[src/rtl/booth_pkg.sv]
package booth_pkg;

   // Action applied to the upper half of the product in one step.
   typedef enum logic [1:0] {
      BOP_NONE = 2'b00,
      BOP_ADD  = 2'b01,
      BOP_SUB  = 2'b10
   } booth_op_e;

   // Adder construction choice.
   localparam int unsigned ADDER_INVERT = 0;  // one adder, inverted operand + carry-in
   localparam int unsigned ADDER_DUAL   = 1;  // separate sum and difference, then select

   // Pair is {current low bit, previously examined bit}.
   function automatic booth_op_e booth_recode(input logic cur, input logic prev);
      booth_op_e r;
      unique case ({cur, prev})
         2'b01:   r = BOP_ADD;   // end of a run of ones
         2'b10:   r = BOP_SUB;   // start of a run of ones
         default: r = BOP_NONE;  // inside a run of zeros or ones
      endcase
      return r;
   endfunction

endpackage

[src/rtl/booth_recode.sv]
module booth_recode
   import booth_pkg::*;
(
   input  logic      cur_bit,
   input  logic      prev_bit,
   output booth_op_e op
);

   always_comb begin
      op = booth_recode(cur_bit, prev_bit);
   end

endmodule

[src/rtl/booth_addsub.sv]
module booth_addsub
   import booth_pkg::*;
#(
   parameter int unsigned W          = 32,
   parameter int unsigned ADD_STYLE  = ADDER_INVERT
) (
   input  logic [W-1:0] upper,
   input  logic [W-1:0] mcand,
   input  booth_op_e    op,
   output logic [W:0]   sum   // one bit wider, sign extended
);

   localparam int unsigned EW = W + 1;

   logic [EW-1:0] up_ext;
   logic [EW-1:0] mc_ext;

   assign up_ext = {upper[W-1], upper};
   assign mc_ext = {mcand[W-1], mcand};

   if (ADD_STYLE == ADDER_INVERT) begin : g_invert
      logic [EW-1:0] opnd;
      logic [EW-1:0] cin;
      always_comb begin
         unique case (op)
            BOP_ADD: opnd = mc_ext;
            BOP_SUB: opnd = ~mc_ext;
            default: opnd = '0;
         endcase
         cin = {{(EW-1){1'b0}}, (op == BOP_SUB)};
      end
      assign sum = up_ext + opnd + cin;
   end else begin : g_dual
      logic [EW-1:0] plus;
      logic [EW-1:0] minus;
      assign plus  = up_ext + mc_ext;
      assign minus = up_ext - mc_ext;
      always_comb begin
         unique case (op)
            BOP_ADD: sum = plus;
            BOP_SUB: sum = minus;
            default: sum = up_ext;
         endcase
      end
   end

endmodule

[src/rtl/booth_ctrl.sv]
module booth_ctrl #(
   parameter int unsigned ITER = 32
) (
   input  logic clk,
   input  logic rst_n,
   input  logic start,
   output logic busy,
   output logic done,
   output logic load,
   output logic step
);

   localparam int unsigned CNT_W = $clog2(ITER + 1);
   localparam logic [CNT_W-1:0] LAST = CNT_W'(ITER - 1);

   logic [CNT_W-1:0] count;

   assign load = start & ~busy;
   assign step = busy;

   always_ff @(posedge clk or negedge rst_n) begin
      if (!rst_n) begin
         busy  <= 1'b0;
         done  <= 1'b0;
         count <= '0;
      end else begin
         done <= 1'b0;
         if (load) begin
            busy  <= 1'b1;
            count <= '0;
         end else if (step) begin
            count <= count + 1'b1;
            if (count == LAST) begin
               busy <= 1'b0;
               done <= 1'b1;
            end
         end
      end
   end

endmodule

[src/rtl/booth_mul_seq.sv]
module booth_mul_seq
   import booth_pkg::*;
#(
   parameter int unsigned OP_W      = 32,
   parameter int unsigned ADD_STYLE = ADDER_INVERT,
   localparam int unsigned PROD_W   = 2 * OP_W
) (
   input  logic              clk,
   input  logic              rst_n,
   input  logic              start,
   input  logic [OP_W-1:0]   mcand,
   input  logic [OP_W-1:0]   mplier,
   output logic              busy,
   output logic              done,
   output logic [PROD_W-1:0] product
);

   if (OP_W < 2) begin : g_bad_width
      $error("booth_mul_seq: OP_W must be at least 2");
   end
   if (ADD_STYLE > ADDER_DUAL) begin : g_bad_style
      $error("booth_mul_seq: unknown ADD_STYLE");
   end

   logic            load;
   logic            step;
   logic [OP_W-1:0] acc;      // upper half of product register
   logic [OP_W-1:0] lo;       // lower half, starts as multiplier
   logic            prev;     // last bit shifted out
   logic [OP_W-1:0] mcand_r;
   booth_op_e       op;
   logic [OP_W:0]   sum;

   booth_ctrl #(.ITER(OP_W)) u_ctrl (
      .clk   (clk),
      .rst_n (rst_n),
      .start (start),
      .busy  (busy),
      .done  (done),
      .load  (load),
      .step  (step)
   );

   booth_recode u_rec (
      .cur_bit  (lo[0]),
      .prev_bit (prev),
      .op       (op)
   );

   booth_addsub #(.W(OP_W), .ADD_STYLE(ADD_STYLE)) u_add (
      .upper (acc),
      .mcand (mcand_r),
      .op    (op),
      .sum   (sum)
   );

   // Arithmetic right shift of {sum, lo}: the extra sum bit supplies the sign.
   always_ff @(posedge clk or negedge rst_n) begin
      if (!rst_n) begin
         acc     <= '0;
         lo      <= '0;
         prev    <= 1'b0;
         mcand_r <= '0;
      end else if (load) begin
         acc     <= '0;
         lo      <= mplier;
         prev    <= 1'b0;
         mcand_r <= mcand;
      end else if (step) begin
         acc  <= sum[OP_W:1];
         lo   <= {sum[0], lo[OP_W-1:1]};
         prev <= lo[0];
      end
   end

   assign product = {acc, lo};

endmodule

[config.mk]
export PLATFORM = sky130hd
export DESIGN_NAME = booth_mul_seq
export DESIGN_NICKNAME = d
export VERILOG_FILES = /design/src/rtl/booth_pkg.sv /design/src/rtl/booth_recode.sv /design/src/rtl/booth_addsub.sv /design/src/rtl/booth_ctrl.sv /design/src/rtl/booth_mul_seq.sv
export SDC_FILE = /design/constraint.sdc
export NUM_CORES = 1
export LEC_CHECK = 0
export ABC_AREA = 0
export ABC_CLOCK_PERIOD_IN_PS = 5700
export BUFFER_PORTS_ARGS = -buffer_cell sky130_fd_sc_hd__buf_4
export CORE_MARGIN = 1.5
export CORE_UTILIZATION = 25
export DETAILED_ROUTE_END_ITERATION = 8
export GPL_TIMING_DRIVEN = 0
export SLEW_MARGIN = 20
export SYNTH_ARGS = -nofsm -noshare
export SYNTH_HDL_FRONTEND = slang
export SYNTH_SLANG_ARGS = --single-unit
export TNS_END_PERCENT = 50
[constraint.sdc]
create_clock -name clk -period 5.7 [get_ports clk]
set_clock_uncertainty 0.1 [all_clocks]
set_input_delay 0.57 -clock clk [delete_from_list [all_inputs] [get_ports clk]]
set_output_delay 0.57 -clock clk [all_outputs]
set_load 0.05 [all_outputs]
==> results_dict.tcl <==
set metrics [dict create \
    cts_hold_buf 0 \
    postSynthCellCount 699 \
    yosys_warnings 0 \
    synthArstFlopShare_pct 100 \
    cts_root_buffer "clkbuf_16" \
    avgViaCountPerCell 4.63 \
    required_ps 5900 \
    setup-violations-final 0 \
    dpl_cell_area_sq_um 7660 \
    wire_per_inst_um 15.2 \
    synth.net_count 800 \
    worstMarginPinSlew_ps 855 \
    final.setup.tns_ps 0 \
    dieArea_sq_um 26000 \
    outcome "completed" \
    clock_latency_ps 360 \
    first_iter_violations 273 \
    firstDrtPassIters 5 \
    relSlewSlack_pct 43.0 \
    rsz0062_at_grt "false" \
    synth.avg_cell_area_sq_um 8.96 \
    syn_to_final_growth_pct 27.8 \
    ys_types 66 \
    die_h_um 161 \
    initial_core_util_pct 25.6 \
    grt_overflow 0 \
    grt_use_met3_pct 2.54 \
    synthSimpleGateAreaFrac_pct 17.9 \
    grt_pass1_vias 5392 \
    synthMuxAreaShare_pct 5.46 \
    final_max_slew_viol_count 0 \
    grt_pass1_wl_um 28800 \
    routed_wl_um 17800 \
    ys_seq_area_share_pct 42.0 \
    cts_made_buffers 9 \
    critical_path.max_fanout 10 \
    final_hold_viol_count 0 \
    ios 133 \
    synthAdderAreaFrac_pct 7.03 \
    synth_top_family_by_area "compound AO/OA/AOI/OAI gates" \
    grt_usage_pct 14.0 \
    cts_setup_buffers 0 \
    syn_area_sq_um 6260 \
    synth_edf_count 0 \
    path_clk_slew_ps 70 \
    cp-start-kind "register" \
    arrival_ps 4460 \
    io_buffer_count 132 \
    drc 0 \
    layout-drive-gt1-share_pct 21.1 \
    ctsResizeCount 0 \
    antenna_found_initial 0 \
    cap_violations 0 \
    fill_cells 2574 \
    fin_crit_ps 4270 \
    cts_buffer_depth 2 \
    worstSetupPathType "register to register" \
    grt_max_degree 106 \
    cp_slowest_cell "dfrtp_1" \
    dp_hpwl_um 13200 \
    row_count 57 \
    nets 943 \
    cp_cell_sequence "nor2b_1 -> clkbuf_1 -> clkbuf_1 -> a21oi_1 -> fa_1 -> fa_1 -> or2b_1 -> nand2b_2 -> a221oi_2 -> o31ai_2 -> a41oi_2 -> o2bb2ai_2 -> o211ai_2 -> xor2_1 -> a22o_1" \
    gp_congestion 0.831 \
    max_freq_mhz 234 \
    synth_xor_area_share_pct 3.22 \
    diodes 0 \
    grt.busiest_layer "met2" \
    final_antenna_net_count 0 \
    postLayoutCellArea_sq_um 8000 \
    synth_compound_area_share_pct 20.9 \
    core_area_sq_um 24500 \
    num_vias 5422 \
    critPathCaptureType "register" \
    die_w_um 161 \
    cts_tree "built" \
    htree_num_levels 3 \
    grt_util_met1_pct 18.6 \
    cpPeakStageDelay_ps 450 \
    synthFlopType "dfrtp_1" \
    period_share_pct 74.9 \
    cts.sinks 105 \
    grtUsageMet2_pct 23.0 \
    hold_path.class "input port to async pin" \
    synth-seq-cells 105 \
]
## cell usage in the layout, fill, tap and decap left out, types with 4 or more instances in the layout
| master | synthesis | routed |
|---|---|---|
| nor2b_1 | 9 | 9 |
| mux2i_1 | 33 | 33 |
| nor2_1 | 12 | 12 |
| buf_4 | 3 | 134 |
| clkbuf_16 | 0 | 9 |
| o21bai_2 | 4 | 4 |
| o21ai_0 | 79 | 79 |
| nand2b_1 | 8 | 8 |
| ha_1 | 32 | 32 |
| xor2_1 | 7 | 7 |
| dfrtp_1 | 105 | 105 |
| xnor2_1 | 16 | 16 |
| a22o_1 | 23 | 23 |
| nand4_1 | 7 | 7 |
| and3_1 | 4 | 4 |
| nand2_1 | 186 | 186 |
| nand3_1 | 10 | 10 |
| inv_1 | 9 | 9 |
| and2_1 | 5 | 5 |
| a21o_1 | 17 | 17 |
| a21oi_2 | 5 | 5 |
| clkbuf_1 | 34 | 34 |
| a21oi_1 | 29 | 29 |
## metal layers
| metal | vias to the layer above | part of all wire [%] |
|---|---|---|
| li1 | 2728 | - |
| met1 | 2576 | 48 |
| met2 | 103 | 47 |
| met3 | 15 | 3.9 |
| met4 | 0 | 1.5 |
| met5 | - | 0 |
## cell families (layout without fill, tap and decap cells)
family	Yosys count	in the layout
and+or+nand+nor	257	257
AOI/OAI and AO/OA	195	195
DFF	105	105
buffers and inverters	51	199
adders and majority gates	34	34
muxes	34	34
xor gates and xnor gates	23	23
## through the flow
step | setup slack, ps | std cells | hold slack (ps) | utilization [%]
after floorplan | 2170 | 699 | 174 | -
after global placement | 1470 | 1155 | 365 | 31.3
after detailed placement | 1460 | 1155 | 366 | 31.3
after CTS | 1410 | 1171 | 292 | 32.7
after global routing | 1130 | 1171 | 305 | 32.7
final | 1430 | 1171 | 222 | 32.7
## worst paths after layout
path / startpoint / end / slack (ps) / cells after the start
max in group asynchronous: rst_n / acc[27] / 4700 / 1
worst max register to register: lo[0] / acc[29] / 1430 / 15
worst min-delay path: rst_n / mcand_r[10] / 220 / 1
worst min register to register: u_ctrl.count[4] / u_ctrl.count[4] / 380 / 1
worst max-delay path: lo[0] / acc[29] / 1430 / 15
min in group clk: mcand[30] / mcand_r[30] / 300 / 3
## layout make-up
| cell class | count | area, sq um | share of cell area [%] |
|---|---|---|---|
| multi-input cells | 543 | 3410 | 42.7 |
| well taps | 324 | 405 | 5.07 |
| flip-flops and latches | 105 | 2630 | 32.8 |
| plain buffers | 42 | 186 | 2.33 |
| inverters | 9 | 33.8 | 0.422 |
| repair buffers | 132 | 997 | 12.5 |
| clock buffers | 10 | 239 | 2.99 |
| clock inverters | 6 | 97.6 | 1.22 |
## synth_stat cells, types with 2 or more instances
| library cell | number | share of area (%) |
|---|---|---|
| o21a_1 | 3 | 0.36 |
| clkbuf_1 | 34 | 2.0 |
| and3_1 | 4 | 0.40 |
| dfrtp_1 | 105 | 42 |
| nand4_1 | 7 | 0.70 |
| a41oi_1 | 2 | 0.28 |
| nand2_1 | 186 | 11 |
| a32o_1 | 3 | 0.48 |
| nand3b_1 | 2 | 0.24 |
| fa_1 | 2 | 0.64 |
| ha_1 | 32 | 6.4 |
| o31ai_2 | 2 | 0.40 |
| and2_1 | 5 | 0.50 |
| inv_1 | 9 | 0.54 |
| o21ai_1 | 2 | 0.16 |
| o31ai_1 | 3 | 0.36 |
| xnor2_1 | 16 | 2.2 |
| a21oi_2 | 5 | 0.70 |
| a22o_1 | 23 | 3.2 |
| buf_4 | 3 | 0.36 |
| o21ai_0 | 79 | 6.3 |
| xor2_1 | 7 | 0.98 |
| o21bai_1 | 2 | 0.24 |
| a22oi_1 | 2 | 0.24 |
| nor2b_1 | 9 | 0.90 |
| nor2_1 | 12 | 0.72 |
| nand2b_1 | 8 | 0.80 |
| a21o_2 | 2 | 0.28 |
| mux2i_1 | 33 | 5.3 |
| nand4b_1 | 2 | 0.28 |
| a21o_1 | 17 | 2.0 |
| buf_1 | 3 | 0.18 |
| o21bai_2 | 4 | 0.72 |
| o211ai_1 | 2 | 0.24 |
| a21oi_1 | 29 | 2.3 |
| nand3_1 | 10 | 0.80 |
## sequential cells by signal (all words and copies together) (netlist names)
name	count
u_ctrl.count	6
u_ctrl.busy	1
mcand_r	32
acc	32
lo	32
u_ctrl.done	1
prev	1
## worst max-delay path: cells and delay by family (launching register included)
kind,cells,cell delay (ps)
adders and majority gates,2,820
buffers and inverters,2,680
and+or+nand+nor,3,500
xor gates and xnor gates,1,190
AOI/OAI and AO/OA,7,1450
DFF,1,450
Power is left out: the tool's default activity adds up to more than one toggle a clock period on the data nets, which glitch-free logic cannot reach.
